<file path="src/rtl/vmux_pkg.sv">
package vmux_pkg;

    typedef enum logic [1:0] {
        MODE_RSVD        = 2'b00,
        MODE_FULL        = 2'b01,
        MODE_LUMA_CHROMA = 2'b10,
        MODE_SEPARATE    = 2'b11
    } fmt_mode_e;

    typedef enum logic [1:0] {
        GRP_CB = 2'd0,
        GRP_YA = 2'd1,
        GRP_CR = 2'd2,
        GRP_YB = 2'd3
    } grp_phase_e;

endpackage

</file>
<file path="src/rtl/vmux_delay.sv">
module vmux_delay #(
    parameter int W     = 13,
    parameter int DEPTH = 2
) (
    input  logic         clk,
    input  logic         rst_n,
    input  logic [W-1:0] din,
    output logic [W-1:0] dout
);
    logic [W-1:0] stg [DEPTH];

    for (genvar g = 0; g < DEPTH; g++) begin : g_stage
        if (g == 0) begin : g_first
            always_ff @(posedge clk or negedge rst_n) begin
                if (!rst_n) stg[0] <= '0;
                else        stg[0] <= din;
            end
        end else begin : g_next
            always_ff @(posedge clk or negedge rst_n) begin
                if (!rst_n) stg[g] <= '0;
                else        stg[g] <= stg[g-1];
            end
        end
    end

    assign dout = stg[DEPTH-1];
endmodule

</file>
<file path="src/rtl/vmux_phase_fsm.sv">
module vmux_phase_fsm
    import vmux_pkg::*;
(
    input  logic       clk,
    input  logic       rst_n,
    input  logic       sync_in,
    output grp_phase_e phase_now
);
    logic       sync_q;
    logic       sync_fall;
    grp_phase_e state, state_nxt;

    always_ff @(posedge clk or negedge rst_n) begin
        if (!rst_n) sync_q <= 1'b0;
        else        sync_q <= sync_in;
    end

    assign sync_fall = sync_q & ~sync_in;

    // phase of the sample captured on this edge: restart or advance
    always_comb begin
        phase_now = sync_fall ? GRP_CB : state;
        unique case (phase_now)
            GRP_CB: state_nxt = GRP_YA;
            GRP_YA: state_nxt = GRP_CR;
            GRP_CR: state_nxt = GRP_YB;
            GRP_YB: state_nxt = GRP_CB;
        endcase
    end

    always_ff @(posedge clk or negedge rst_n) begin
        if (!rst_n) state <= GRP_CB;
        else        state <= state_nxt;
    end

    AST_PHASE_RESTART: assert property (@(posedge clk) disable iff (!rst_n)
        (sync_q && !sync_in) |=> (state == GRP_YA));
    AST_PHASE_WRAP: assert property (@(posedge clk) disable iff (!rst_n)
        (!(sync_q && !sync_in) && state == GRP_YB) |=> (state == GRP_CB));
endmodule

</file>
<file path="src/rtl/vid422_outmux.sv">
module vid422_outmux
    import vmux_pkg::*;
#(
    parameter int DW = 13
) (
    input  logic          clk,
    input  logic          rst_n,
    input  logic          sync_in,
    input  logic [1:0]    mode,
    input  logic [DW-1:0] in_luma,
    input  logic [DW-1:0] in_cb,
    input  logic [DW-1:0] in_cr,
    input  logic [DW-1:0] in_key,
    output logic [DW-1:0] out_w,
    output logic [DW-1:0] out_x,
    output logic [DW-1:0] out_y,
    output logic [DW-1:0] out_z,
    output logic          out_sync
);
    localparam int LAT_SHORT = 2;
    localparam int LAT_LONG  = 4;
    localparam int TRIP_W    = 3 * DW;

    fmt_mode_e     fmt;
    grp_phase_e    phase_now;
    logic [TRIP_W-1:0] trip_d;
    logic [DW-1:0] d_y, d_cb, d_cr;
    logic [DW-1:0] key_short, key_long;
    logic          par_d;
    logic [DW-1:0] cr_prev;
    logic [DW-1:0] a_y, a_cb, a_cr;
    logic [DW-1:0] p_ya, p_cb, p_cr, p_yb;
    logic [DW-1:0] w_nxt, x_nxt, y_nxt, z_nxt;
    logic          sync_nxt;

    assign fmt = fmt_mode_e'(mode);

    vmux_phase_fsm u_phase (
        .clk(clk), .rst_n(rst_n), .sync_in(sync_in), .phase_now(phase_now)
    );

    vmux_delay #(.W(TRIP_W), .DEPTH(LAT_SHORT)) u_trip (
        .clk(clk), .rst_n(rst_n), .din({in_luma, in_cb, in_cr}), .dout(trip_d)
    );

    vmux_delay #(.W(1), .DEPTH(LAT_SHORT)) u_par (
        .clk(clk), .rst_n(rst_n), .din(phase_now[0]), .dout(par_d)
    );

    vmux_delay #(.W(DW), .DEPTH(LAT_SHORT)) u_key_a (
        .clk(clk), .rst_n(rst_n), .din(in_key), .dout(key_short)
    );

    vmux_delay #(.W(DW), .DEPTH(LAT_LONG - LAT_SHORT)) u_key_b (
        .clk(clk), .rst_n(rst_n), .din(key_short), .dout(key_long)
    );

    assign d_y  = trip_d[TRIP_W-1 -: DW];
    assign d_cb = trip_d[2*DW-1 -: DW];
    assign d_cr = trip_d[DW-1:0];

    // chroma holding for the two interleaving formats
    always_ff @(posedge clk or negedge rst_n) begin
        if (!rst_n) begin
            cr_prev <= '0;
            a_y  <= '0; a_cb <= '0; a_cr <= '0;
            p_ya <= '0; p_cb <= '0; p_cr <= '0; p_yb <= '0;
        end else begin
            cr_prev <= d_cr;
            if (phase_now == GRP_CB) begin
                a_y  <= in_luma;
                a_cb <= in_cb;
                a_cr <= in_cr;
            end
            if (phase_now == GRP_YB) begin
                p_ya <= a_y;
                p_cb <= a_cb;
                p_cr <= a_cr;
                p_yb <= in_luma;
            end
        end
    end

    // output selection
    always_comb begin
        w_nxt    = '0;
        x_nxt    = '0;
        y_nxt    = '0;
        z_nxt    = '0;
        sync_nxt = 1'b1;
        unique case (fmt)
            MODE_SEPARATE: begin
                w_nxt = d_y;
                x_nxt = d_cb;
                y_nxt = d_cr;
                z_nxt = key_short;
            end
            MODE_LUMA_CHROMA: begin
                w_nxt    = d_y;
                x_nxt    = par_d ? cr_prev : d_cb;
                z_nxt    = key_short;
                sync_nxt = par_d;
            end
            MODE_FULL: begin
                unique case (phase_now)
                    GRP_CB: w_nxt = p_cb;
                    GRP_YA: w_nxt = p_ya;
                    GRP_CR: w_nxt = p_cr;
                    GRP_YB: w_nxt = p_yb;
                endcase
                z_nxt    = key_long;
                sync_nxt = (phase_now != GRP_CB);
            end
            MODE_RSVD: begin
                w_nxt = '0;
            end
        endcase
    end

    always_ff @(posedge clk or negedge rst_n) begin
        if (!rst_n) begin
            out_w    <= '0;
            out_x    <= '0;
            out_y    <= '0;
            out_z    <= '0;
            out_sync <= 1'b1;
        end else begin
            out_w    <= w_nxt;
            out_x    <= x_nxt;
            out_y    <= y_nxt;
            out_z    <= z_nxt;
            out_sync <= sync_nxt;
        end
    end

    // cycles since reset, used only to qualify the history-based checks
    logic [2:0] age;
    logic       warm;
    always_ff @(posedge clk or negedge rst_n) begin
        if (!rst_n)           age <= '0;
        else if (age != 3'd7) age <= age + 3'd1;
    end
    assign warm = (age >= 3'd5);

    AST_SEP_PASS: assert property (@(posedge clk) disable iff (!rst_n)
        (warm && $past(mode) == 2'b11) |->
        (out_w == $past(in_luma, 3) && out_x == $past(in_cb, 3) && out_y == $past(in_cr, 3)));
    AST_LC_Y_ZERO: assert property (@(posedge clk) disable iff (!rst_n)
        (warm && $past(mode) == 2'b10) |-> (out_y == '0));
    AST_LC_CB_ON_X: assert property (@(posedge clk) disable iff (!rst_n)
        (warm && $past(mode) == 2'b10 && !out_sync) |-> (out_x == $past(in_cb, 3)));
    AST_FULL_XY_ZERO: assert property (@(posedge clk) disable iff (!rst_n)
        (warm && $past(mode) == 2'b01) |-> (out_x == '0 && out_y == '0));
    AST_KEY_SHORT: assert property (@(posedge clk) disable iff (!rst_n)
        (warm && $past(mode[1])) |-> (out_z == $past(in_key, 3)));
    AST_KEY_LONG: assert property (@(posedge clk) disable iff (!rst_n)
        (warm && $past(mode) == 2'b01) |-> (out_z == $past(in_key, 5)));
    AST_RSVD_ZERO: assert property (@(posedge clk) disable iff (!rst_n)
        (warm && $past(mode) == 2'b00) |->
        (out_w == '0 && out_x == '0 && out_y == '0 && out_z == '0));
    AST_SYNC_IDLE: assert property (@(posedge clk) disable iff (!rst_n)
        (warm && $past(mode[0]) == $past(mode[1])) |-> out_sync);
endmodule

</file>
<file path="config.mk">
export PLATFORM = sky130hd
export DESIGN_NAME = vid422_outmux
export DESIGN_NICKNAME = d
export VERILOG_FILES = /design/src/rtl/vmux_pkg.sv /design/src/rtl/vmux_delay.sv /design/src/rtl/vmux_phase_fsm.sv /design/src/rtl/vid422_outmux.sv
export SDC_FILE = /design/constraint.sdc
export NUM_CORES = 1
export LEC_CHECK = 0
export ABC_AREA = 0
export BUFFER_PORTS_ARGS = -buffer_cell sky130_fd_sc_hd__buf_2
export CAP_MARGIN = 20
export CORE_ASPECT_RATIO = 0.8
export CORE_UTILIZATION = 25
export CTS_BUF_LIST = sky130_fd_sc_hd__clkbuf_8
export DETAILED_ROUTE_END_ITERATION = 10
export PLACE_DENSITY = 0.47
export SKIP_CTS_REPAIR_TIMING = 1
export SYNTH_ARGS = -nofsm -noshare
export SYNTH_HDL_FRONTEND = slang
export SYNTH_SLANG_ARGS = --single-unit
</file>
<file path="constraint.sdc">
create_clock -name clk -period 2.8 [get_ports clk]
set_input_delay 0.42 -clock clk [delete_from_list [all_inputs] [get_ports clk]]
set_output_delay 0.42 -clock clk [all_outputs]
set_load 0.005 [all_outputs]
</file>
## Yosys cells after proc, flatten, opt, wreduce, memory -nomap -nowiden

Index checks and enable logic that the tools add are counted.
Widths: inputs -> output; s select.

- Flip-flop bits (word level): 292
- Bits of input ports: 57
- Output and inout port bits: 53
- Logic and storage cells: 44

- Equal/unequal tests: 6
- Mux-type cells: 9
- Bitwise gates (word level): 2
- Reductions and logical operators: 4

Operators by type and width:

| operator | number |
|---|---|
| $pmux 13 s2 | 2 |
| $pmux 13 s4 | 1 |
| $pmux 13 s3 | 1 |
| $mux 13 | 2 |
| $eq 2x2->1 const B | 4 |
| $pmux 2 s4 | 1 |
| $eq 2x1->1 const B | 2 |
| $logic_not 2->1 | 2 |
| $mux 2 | 1 |
| $pmux 1 s2 | 1 |
| $reduce_bool 2->1 | 1 |
| $reduce_or 2->1 | 1 |
| $and 1x1->1 | 1 |
| $not 1->1 | 1 |

## Depth between registers and ports, before layout

Gate-level depths: netlist of the first run.

- Word-level depth: 6
- Depth in mapped cells: 9
- Gate-level depth less buffers: 7

## Hierarchy

Synthesis of the first run repeated with hierarchy kept, for this count alone.

- Cells, all modules: 609
- Area, all modules: 10137.2 µm²

By module, submodules not included:

| module | instances | cells an instance | area each (µm²) | seq. area each (µm²) |
|---|---|---|---|---|
| vid422_outmux | 1 | 403 | 6224.7 | 3930.0 |
| vmux_delay at u_trip | 1 | 117 | 2244.7 | 1951.9 |
| vmux_delay at u_key_a ... | 2 | 39 | 748.2 | 650.6 |
| vmux_phase_fsm | 1 | 9 | 121.4 | 75.1 |
| vmux_delay at u_par | 1 | 2 | 50.0 | 50.0 |

## Worst setup path before layout of the first run

No wires, ideal clock.

- Path kind: in2reg
- From: in sync_in
- To: reg p_yb[10]
- Arrival: 1900 ps
- Data required time: 2675 ps
- Setup slack: 775 ps
- Stages: 7
- Buffers on the path: 3
- Cell sequence: nand2b_1 -> buf_2 -> and2_1 -> ha_1 -> buf_2 -> buf_2 -> mux2_2

- Longest elaborated chain between the ends: 4

RTL lines:

| what | RTL line | RTL |
|---|---|---|
| from (decl) | vid422_outmux.sv:8 | `input logic sync_in,` |
| $not 1->1 | vmux_phase_fsm.sv:18 | `assign sync_fall = sync_q & ~sync_in;` |
| $and 1x1->1 | vmux_phase_fsm.sv:18 |  |
| $mux 2 | vmux_phase_fsm.sv:22 | `phase_now = sync_fall ? GRP_CB : state;` |
| via u_par.din | vmux_delay.sv:7 | `input logic [W-1:0] din,` |
| $eq 2x2->1 | vid422_outmux.sv:75 | `if (phase_now == GRP_YB) begin` |
| to (signal assigned) | vid422_outmux.sv:79 | `p_yb <= in_luma;` |
| to (decl) | vid422_outmux.sv:32 | `logic [DW-1:0] p_ya, p_cb, p_cr, p_yb;` |

The timed path passes the listed nets, and every way through them passes these cells.
A chain may end at the register's enable or synchronous reset.

## Worst setup path in the final report of the first run

- From: in sync_in
- To: reg p_cb[8]

- Longest elaborated chain between the ends: 4

RTL lines:

| what | RTL line | RTL |
|---|---|---|
| $not 1->1 | vmux_phase_fsm.sv:18 |  |
| $and 1x1->1 | vmux_phase_fsm.sv:18 |  |
| $mux 2 | vmux_phase_fsm.sv:22 |  |
| via u_par.din | vmux_delay.sv:7 |  |
| $eq 2x2->1 | vid422_outmux.sv:75 |  |
| to (signal assigned) | vid422_outmux.sv:67 | `p_ya <= '0; p_cb <= '0; p_cr <= '0; p_yb <= '0;` |
| to (signal assigned) | vid422_outmux.sv:77 | `p_cb <= a_cb;` |
| to (decl) | vid422_outmux.sv:32 |  |

The timed path passes the listed nets, and every way through them passes these cells.

==> run summary, run 1 <==
## Status
- finished, final reports clean — run status

## STA
- false — setup repair after global routing missed its margin
- 36.76% — Slew headroom
- 2.168 ns — minimum period implied by the final worst setup slack
- 0 ns — setup_tns
- 0 — number of failing setup endpoints in the final timing report
- 0 — Final Hold Fails
- 0.03735 ns — Hold Worst Slack
- 461.3 MHz — highest attainable clock frequency
- 0.9487 ns — transition time at the pin with the least slew margin
- 0 — number of pins with negative max-slew slack in the final report
- 77.42% — final period utilization
- 0.02634 ns — Fin Clk Skew

## Placement
- 109 — port buffer count
- 11030 µm² — post-place instance area
- 0.6838 — Final GP Congestion
- 13410 µm — post-detailed-placement half-perimeter wirelength
- 1186 — Inst Count DP

## Global route
- 32300 µm — wire length of the first global-routing pass
- 5320 — number of global-route vias before repair
- 0 — number of antenna violations at the first check in global routing
- 74 — largest net degree at the start of global routing
- 0 — GR Overflow Total
- 10.57% — gr usage total

## Die
- 179.0 µm — y dimension of the die
- 64 — number of placement rows
- 223.3 µm — Die X
- 38440 µm² — core region area
- 39970 µm² — Die Area
- 110 — count of pins on the block boundary
- 25.48% — initial core utilization

## Setup path
- 3 — WP buf/inv
- dlygate4sd3_1 — crit path max-delay cell type
- 4 — length in cells of the worst reg-to-reg path
- 16 — maximum fanout encountered on the critical timing path
- dlygate4sd3_1, buf_2, nand2b_1, and2_1, ha_2, buf_4, mux2_2 — chain of cells forming the critical path
- 3.22 ns — data required time of the critical path
- input port to flop — startpoint-to-endpoint class of the critical path
- buffers and inverters — Largest delay share family, worst path
- flop — Worst setup EP type
- 7 — Stages on worst setup path
- 0.54 ns — Worst path max stage delay
- 2.59 ns — crit path DAT
- input port — Worst Setup Start Kind

## Detailed routing
- 0 — count of nets left with antenna violations after detail routing
- 230 — 1st-iter DRT viols
- 15.77 µm — wire length per cell after detailed routing
- 4 — drt first pass iters
- 0 — DRC violation count after routing
- 20950 µm — Post-Route WL
- 5180 — total number of vias
- 3.901 — DR vias/cell

## Clock tree
- 292 — Clock Sinks
- 2 — number of H-tree branching levels
- 50 — Inserted Clock Buffers
- clkbuf_8 — library cell used as clock root buffer
- 0.06 ns — clock slew at the register clock pins of the worst setup and hold paths
- yes — CTS tree
- 0.56 ns — insertion delay of the later-clocked pin in the worst-skew pair
- 3 — Clock Tree Buf Depth

## Yosys
- 292 — total of flip-flops plus latches after synthesis
- dfrtp_1 — top cell type by total area after synthesis
- 9793 µm² — Syn Std Cell Area
- 653 — synthesized netlist net count
- 0 — total number of yosys warnings
- 590 — synthesized instance count
- dfrtp_1 (74%), mux2_2 (7.4%), mux2_4 (6.0%) — leading cell types by total area after synthesis
- 16.60 µm² — Avg Cell Area, Syn
- 74.63% — register area share after synthesis
- 28 — distinct cell type count after synthesis
- 74.36% — area fraction of the dominant cell type after synthesis

## Power and ir drop
- 0.2839 mV — Max VDD drop
- 884.5 nW/µm² — power density over the cells
- 5.839 nW — leakage power summed over all cells
- 0.01114 W — Power, Total

## Layout
- 3797 — count of filler cells inserted in the layout
- 12590 µm² — post-route design area
- dfrtp_1 (291), buf_2 (108), clkbuf_8 (70), mux2_2 (64), dlygate4sd3_1 (50) — leading cell types in the layout, fill and taps excluded
- 856 — total number of nets in the final design
- 0 — ANT cells
- dfrtp_1 — most common cell after layout, fill and taps aside
- 28.56% — area grow syn2layout
- 38.06% — fraction of layout cells with a size suffix above 1
- 1328 — number of standard cells in the layout, taps in and fillers out

## Flow run
- 0 — maxcap violations

## Min path
- input port to flop — classification of the worst-slack hold path
- 1 — cell count of the worst hold path

## state kept, by name, indices dropped and copies added (netlist names), 2 cells and up
name / count
a_cb: 13
a_cr: 13
a_y: 13
cr_prev: 13
out_w: 13
out_x: 13
out_y: 13
out_z: 13
p_cb: 13
p_cr: 13
p_ya: 13
p_yb: 13
u_key_a.dout: 13
u_key_a.stg: 13
u_key_b.dout: 13
u_key_b.stg: 13
u_phase.state: 2
u_trip.dout: 39
u_trip.stg: 39
## worst register-to-register path, stage by stage (launching register included)
cell	delay, ns
dfrtp_1	0.59
and2_1	0.25
ha_2	0.44
buf_4	0.31
mux2_2	0.36
## through the flow
stage / setup slack, ns / utilization (%)
2_1_floorplan: 0.7752 / -
3_3_place_gp: 0.7309 / 28.69
4_1_cts: 0.7134 / 31.45
3_5_place_dp: 0.6703 / 28.69
6_report: 0.6323 / 32.75
5_1_grt: 0.5633 / 32.75
## final timing paths
kind,startpoint,to,slack [ns]
max,sync_in,p_cb[8],0.63
min,in_luma[8],u_trip.stg[73],0.04
max reg2reg,u_phase.state[0],p_cb[8],0.71
min reg2reg,u_key_b.stg[19],u_key_b.dout[6],0.34
max in group asynchronous,rst_n,p_cb[9],1.64
min in group asynchronous,rst_n,u_key_b.dout[5],0.44
## logic make-up after synthesis
family                   Yosys count  synth area share, %
AND/OR/NAND/NOR                   76                3.897
adder cells (fa/ha/maj)            6               0.7666
flip-flops                       292                74.63
multiplexers                     103                13.34
buffers and inverters             33                1.916
AO/OA/AOI/OAI                     80                5.456
## Yosys cell counts
master    number
nor3b_4        1
a211oi_2       1
or2_2          1
dfrtp_1      291
nand2_1       28
buf_2         12
o21ai_1       11
buf_6          5
nor2_2         2
a21oi_1       12
o21ai_4        1
o21ai_0       16
nand3_1        1
nor2_1        14
o32ai_1        1
a22o_1        13
ha_1           6
nand2b_1       1
mux2_4        39
dfstp_2        1
clkbuf_1       8
mux2_2        64
buf_4          3
and2_1        15
a22oi_1       13
nor2b_1       13
o211ai_1      12
inv_1          5
## layout make-up
type	count	area, µm²	area share [%]
flip-flops and latches	292	7308	58.05
inverters	5	18.77	0.1491
well taps	495	619.3	4.919
clock inverters	22	98.84	0.7851
clock buffers	70	963.4	7.653
repair buffers	179	1281	10.18
multi-input cells	265	2300	18.27
## routing by layer
metal / GRT usage, % / share of wire, %
met3: 3.130 / 4.6
met5: 0 / 0
met2: 14.70 / 42
met4: 3.653 / 2.4
met1: 15.46 / 51
## where the power goes
part / total (W) / leakage [nW] / switching (W) / internal [W]
registers: 0.00547 / 3.48 / 0.000472 / 0.00500
logic: 0.00175 / 1.75 / 0.000715 / 0.00103
clock network: 0.00392 / 0.612 / 0.00170 / 0.00222
Power figures use the tool's default switching activity.
==> inputs of run 2 (changes only) <==
--- a/config.mk
+++ b/config.mk
@@ -5,7 +5,7 @@
 export SDC_FILE = /design/constraint.sdc
 export NUM_CORES = 1
 export LEC_CHECK = 0
-export ABC_AREA = 0
+export ABC_AREA = 1
 export BUFFER_PORTS_ARGS = -buffer_cell sky130_fd_sc_hd__buf_2
 export CAP_MARGIN = 20
 export CORE_ASPECT_RATIO = 0.8
==> constraint.sdc (replaced) <==
create_clock -name clk -period 2.2 [get_ports clk]
set_input_delay 0.33 -clock clk [delete_from_list [all_inputs] [get_ports clk]]
set_output_delay 0.33 -clock clk [all_outputs]
set_load 0.005 [all_outputs]
==> run summary, run 2 <==
## Setup path
- u_phase.state[0] — reg-to-reg startpoint
- buffers and inverters — Largest delay share family, worst path
- flop — Worst Setup Start Kind
- nand2_1, inv_1, ha_2, buf_12, buf_4, nor2_1, a21oi_1 — chain of cells forming the critical path
- dfrtp_1 — crit path max-delay cell type
- u_phase.state[0] — launching element of the worst setup path
- p_cr[6] — worst setup path endpoint
- 0.58 ns — Worst path max stage delay
- flop to flop — startpoint-to-endpoint class of the critical path
- 2.34 ns — crit path DAT
- p_cr[6] — reg-to-reg endpoint
- 7 — length in cells of the worst reg-to-reg path
- flop — Worst setup EP type
- 7 — Stages on worst setup path
- 2.68 ns — data required time of the critical path
- 3 — WP buf/inv
- 0.34 ns — minimum setup slack among reg-to-reg paths
- 50 — maximum fanout encountered on the critical timing path

## Yosys
- 9762 µm² — Syn Std Cell Area
- dfrtp_1 (75%), nand2_1 (5.7%), inv_1 (3.8%) — leading cell types by total area after synthesis
- dfrtp_1 — flip-flop cell with the highest count after synthesis
- 20 — distinct cell type count after synthesis
- 12.02 µm² — Avg Cell Area, Syn
- 812 — synthesized instance count
- 74.87% — register area share after synthesis
- 0 — number of enable flip-flop cells after synthesis
- 292 — total of flip-flops plus latches after synthesis
- 100.0% — post-synthesis async set-or-reset flop share
- 0 — total number of yosys warnings
- 875 — synthesized netlist net count
- dfrtp_1 (291), nand2_1 (147), inv_1 (100) — Commonest cells post-synth
- dfrtp_1 — top cell type by total area after synthesis
- 74.60% — area fraction of the dominant cell type after synthesis
- dfrtp_1 — most instantiated library cell after synthesis

## Placement
- 0.7153 — Final GP Congestion
- 14870 µm — post-detailed-placement half-perimeter wirelength
- 109 — port buffer count

## Global route
- 35170 µm — wire length of the first global-routing pass
- 6170 — number of global-route vias before repair
- 0 — number of antenna violations at the first check in global routing
- 11.53% — gr usage total
- 69 — largest net degree at the start of global routing
- 0 — GR Overflow Total

## Power and ir drop
- 50.5% — Flop pwr share
- 0.009630 W — internal power consumption
- 0.003816 W — P_sw
- 6.155 nW — leakage power summed over all cells
- 0.4083 mV — Max VDD drop
- 15.7% — combinational fraction of design power
- 1083 nW/µm² — power density over the cells
- 28.38% — switching part of the total power
- 33.8% — clock power share

## Layout
- 20.56% — fraction of layout cells with a size suffix above 1
- 1066 — total number of nets in the final design
- 7308 µm² — Seq. cell area
- 0 — ANT cells
- 27.19% — area grow syn2layout
- 32.37% — utilization after layout
- 3955 — count of filler cells inserted in the layout
- dfrtp_1 (291), nand2_1 (147), inv_1 (115), buf_2 (108), clkbuf_8 (57) — leading cell types in the layout, fill and taps excluded
- dfrtp_1 — most common cell after layout, fill and taps aside
- 1839 µm² — combined area of the multi-input logic cells

## Clock tree
- 46 — Inserted Clock Buffers
- 0.07 ns — clock slew at the register clock pins of the worst setup and hold paths
- 0.57 ns — insertion delay of the later-clocked pin in the worst-skew pair
- clkbuf_8 — library cell used as clock root buffer
- 292 — Clock Sinks
- 2 — number of H-tree branching levels
- yes — CTS tree
- 3 — Clock Tree Buf Depth

## Min path
- mode[1] — startpoint of the lowest-slack hold path
- input port to flop — classification of the worst-slack hold path

## Detailed routing
- 0 — DRC violation count after routing
- 3.968 — DR vias/cell
- 4 — drt first pass iters
- 0 — count of nets left with antenna violations after detail routing
- 365 — 1st-iter DRT viols
- 22570 µm — Post-Route WL
- 14.74 µm — wire length per cell after detailed routing
- 6075 — total number of vias

## STA
- 537.0 MHz — highest attainable clock frequency
- 63.00% — Slew headroom
- 0 — Final Hold Fails
- 0.5528 ns — transition time at the pin with the least slew margin
- 0.03273 ns — Fin Clk Skew
- 84.65% — final period utilization
- 1.862 ns — minimum period implied by the final worst setup slack
- 0 ns — setup_tns
- 0 — number of failing setup endpoints in the final timing report
- 0 — number of pins with negative max-slew slack in the final report
- false — setup repair after global routing missed its margin

## Die
- 178.7 µm — y dimension of the die
- 39850 µm² — Die Area
- 25.45% — initial core utilization
- 110 — count of pins on the block boundary
- 64 — number of placement rows
- 222.9 µm — Die X
- 38360 µm² — core region area

## Flow run
- 0 — maxcap violations

## Status
- finished, final reports clean — run status

run 2: cell types whose count changed after synthesis, sizes merged, moves of 9 or more:
cell,delta
buf,+9
o211ai,-11
o21ai,+38
a22oi,-13
a21oi,+41
nor2,+24
inv,+95
nand2,+119
mux2,-90
nand3,+25
nand4,+26
and2,-15
a22o,-13
nor2b,-13
run 2: kinds of logic after synthesis:
logic type | after synthesis | share of synthesized area, %
buffers and inverters | 141 | 6.319
DFF | 292 | 74.87
and+or+nand+nor | 240 | 10.25
adders and majority gates | 6 | 0.7690
AOI/OAI and AO/OA | 120 | 6.293
muxes | 13 | 1.500
run 2: worst min-delay path: cells and delay by family:
family / cells / cell delay, ns
buffers and inverters: 2 / 0.21
adders and majority gates: 1 / 0.14
AOI/OAI and AO/OA: 1 / 0.10
run 2: metrics by stage:
| step | std cells | worst slack (ns) | hold WS [ns] | total power (W) | instance area (µm²) |
|---|---|---|---|---|---|
| after detailed placement | 1396 | 0.3100 | 0.2812 | 0.008952 | 10960 |
| final | 1531 | 0.3377 | 0.2299 | 0.01345 | 12420 |
| after floorplan | 812 | 0.3207 | 0.03441 | 0.008115 | 9762 |
| after global routing | 1531 | 0.1578 | 0.2220 | 0.01432 | 12420 |
| after global placement | 1396 | 0.3607 | 0.2814 | 0.008907 | 10960 |
| after CTS | 1477 | 0.3417 | -0.3551 | 0.01363 | 11880 |
run 2: routing by layer:
metal	routed length, µm	track usage (%)	up-vias
li1	-	-	2943
met1	11210	16.31	2958
met2	9807	17.17	131
met3	1123	2.983	43
met4	428	3.736	0
met5	0	0	-
run 2: layout make-up:
class                   instances  area share (%)
clock buffers                  57           6.319
multi-input cells             379           14.81
repair buffers                184           10.90
flip-flops and latches        292           58.86
clock inverters                24           1.088
well taps                     495           4.988
inverters                     100           3.023
run 2: power groups by stage:
stage / clock, W / sequential, W / combinational [W]
floorplan: 0 / 0.00671 / 0.00140
global placement: 0 / 0.00688 / 0.00203
detailed placement: 0 / 0.00688 / 0.00207
CTS: 0.00475 / 0.00680 / 0.00209
global route: 0.00498 / 0.00690 / 0.00244
finish: 0.00455 / 0.00679 / 0.00211
run 2: worst min path at each step:
stage | slack, ns | depth (start not counted) | endpoint
6_report | 0.23 | 4 | out_sync
5_1_grt | 0.22 | 4 | out_sync
4_1_cts | -0.36 | 1 | out_y[4]
3_5_place_dp | 0.28 | 1 | u_trip.dout[13]
3_3_place_gp | 0.28 | 1 | u_trip.dout[13]
2_1_floorplan | 0.03 | 0 | a_cb[0]
==> inputs of run 3 (changes only) <==
--- a/config.mk
+++ b/config.mk
@@ -12,7 +12,7 @@
 export CORE_UTILIZATION = 25
 export CTS_BUF_LIST = sky130_fd_sc_hd__clkbuf_8
 export DETAILED_ROUTE_END_ITERATION = 10
-export PLACE_DENSITY = 0.47
+export PLACE_DENSITY = 0.48
 export SKIP_CTS_REPAIR_TIMING = 1
 export SYNTH_ARGS = -nofsm -noshare
 export SYNTH_HDL_FRONTEND = slang
==> constraint.sdc (replaced) <==
create_clock -name clk -period 1.6 [get_ports clk]
set_input_delay 0.24 -clock clk [delete_from_list [all_inputs] [get_ports clk]]
set_output_delay 0.24 -clock clk [all_outputs]
set_load 0.005 [all_outputs]
==> run summary, run 3 (synthesized netlist as in run 2, its figures left out) <==
## Global route
- 1 — number of antenna violations at the first check in global routing
- 66 — largest net degree at the start of global routing
- 34970 µm — wire length of the first global-routing pass
- 6134 — number of global-route vias before repair
- 0 — GR Overflow Total
- 11.39% — gr usage total

## Setup path
- 13 — maximum fanout encountered on the critical timing path
- flop to flop — startpoint-to-endpoint class of the critical path
- dfrtp_2 — crit path max-delay cell type
- 2.13 ns — data required time of the critical path
- flop — Worst setup EP type
- 2.02 ns — crit path DAT
- flop — Worst Setup Start Kind
- 0.42 ns — Worst path max stage delay
- nand2_1 — dominant cell type by count on the critical path
- buf_4, inv_1, nand4_1, nand3_1, nand2_1, nand2_1 — chain of cells forming the critical path

## Layout
- 30.25% — area grow syn2layout
- 0 — ANT cells
- 1554 — number of standard cells in the layout, taps in and fillers out
- 7311 µm² — Seq. cell area
- 33.15% — utilization after layout
- dfrtp_1 (289), nand2_1 (145), inv_1 (115), buf_2 (108), clkbuf_8 (58) — leading cell types in the layout, fill and taps excluded
- 1088 — total number of nets in the final design
- dfrtp_1 — most common cell after layout, fill and taps aside
- 22.66% — fraction of layout cells with a size suffix above 1
- 3888 — count of filler cells inserted in the layout
- 1897 µm² — combined area of the multi-input logic cells

## Detailed routing
- 405 — 1st-iter DRT viols
- met5 — highest routing layer actually used
- 10000 µm — routed wire length on met2
- 4 — drt first pass iters
- 0 — DRC violation count after routing
- 6122 — total number of vias
- 14.38 µm — wire length per cell after detailed routing
- 1065 µm — detailed-routed wire length on met3
- 10830 µm — M1 WL
- 0 — count of nets left with antenna violations after detail routing
- 22350 µm — Post-Route WL
- 3.940 — DR vias/cell

## Die
- 110 — count of pins on the block boundary
- 39850 µm² — Die Area
- 178.7 µm — y dimension of the die
- 25.45% — initial core utilization
- 64 — number of placement rows
- 222.9 µm — Die X
- 38360 µm² — core region area

## Clock tree
- 0.58 ns — insertion delay of the later-clocked pin in the worst-skew pair
- yes — CTS tree
- 292 — Clock Sinks
- 2 — number of H-tree branching levels
- 0.07 ns — clock slew at the register clock pins of the worst setup and hold paths
- 47 — Inserted Clock Buffers
- 3 — Clock Tree Buf Depth
- clkbuf_8 — library cell used as clock root buffer

## Power and ir drop
- 0.6100 mV — Max VDD drop
- 6.330 nW — leakage power summed over all cells
- 1487 nW/µm² — power density over the cells
- 0.01890 W — Power, Total

## Status
- finished, final reports clean — run status

## STA
- 0.03052 ns — Fin Clk Skew
- 0 — number of pins with negative max-slew slack in the final report
- 93.14% — final period utilization
- 671.0 MHz — highest attainable clock frequency
- 0 — Final Hold Fails
- 0.04439 ns — Hold Worst Slack
- 0 — number of failing setup endpoints in the final timing report
- 0.1098 ns — final worst setup slack
- 1.490 ns — minimum period implied by the final worst setup slack
- 61.07% — Slew headroom
- 0.5840 ns — transition time at the pin with the least slew margin

## Placement
- 109 — port buffer count
- 15310 µm — post-detailed-placement half-perimeter wirelength
- 0.01654 ns — pre-CTS setup slack
- 1413 — Inst Count DP
- 0.7616 — Final GP Congestion

## Flow run
- 0 — maxcap violations

## Min path
- input port to flop — classification of the worst-slack hold path

-- run 3: changes by cell type in the layout (fill, tap and decap cells not counted), moves of 2 or more --
| cell | delta |
|---|---|
| nand2_1 | -2 |
| buf_12 | +3 |
| mux2_2 | -10 |
| buf_4 | +17 |
| inv_8 | +2 |
| dfrtp_2 | +2 |
| mux2_4 | +10 |
| dfrtp_1 | -2 |
-- run 3: routing by layer --
metal  vias to the layer above  track usage [%]
met1                      2960            15.63
met2                       115            17.40
met4                         2            3.736
met3                        55            3.114
met5                         -                0
li1                       2990                -
-- run 3: final timing paths --
check	from	end	slack [ns]	cells after the start
max in group asynchronous	rst_n	p_yb[2]	0.77	3
worst min-delay path	sync_in	u_phase.state[0]	0.04	4
worst max-delay path	u_phase.state[0]	out_w[9]	0.11	6
worst max register to register	u_phase.state[0]	out_w[9]	0.11	6
min in group asynchronous	rst_n	out_x[11]	0.13	2
worst min register to register	u_trip.stg[76]	u_trip.dout[37]	0.33	0
-- run 3: power by group --
part / switching (W) / internal, W / total [W]
registers: 0.000573 / 0.00871 / 0.00929
logic: 0.00183 / 0.00141 / 0.00324
clock network: 0.00293 / 0.00345 / 0.00638
total: 0.00533 / 0.0136 / 0.0189
-- run 3: layout make-up --
type	count	share of cell area, %
flip-flops and latches	292	57.50
multi-input cells	379	14.92
repair buffers	205	12.32
clock buffers	58	6.278
well taps	495	4.871
inverters	100	2.952
clock inverters	25	1.161
-- run 3: critical path: cells and delay by family (launching register included) --
kind          cells  cell delay [ns]
simple gates      4             0.55
buf+inv           2             0.47
flops             1             0.42
-- run 3: stage by stage --
stage	TNS [ns]	instance area (µm²)
after floorplan	-0.6682	9864
after global placement	0	11170
after detailed placement	0	11170
after CTS	0	12120
after global routing	-0.005174	12710
final	0	12710
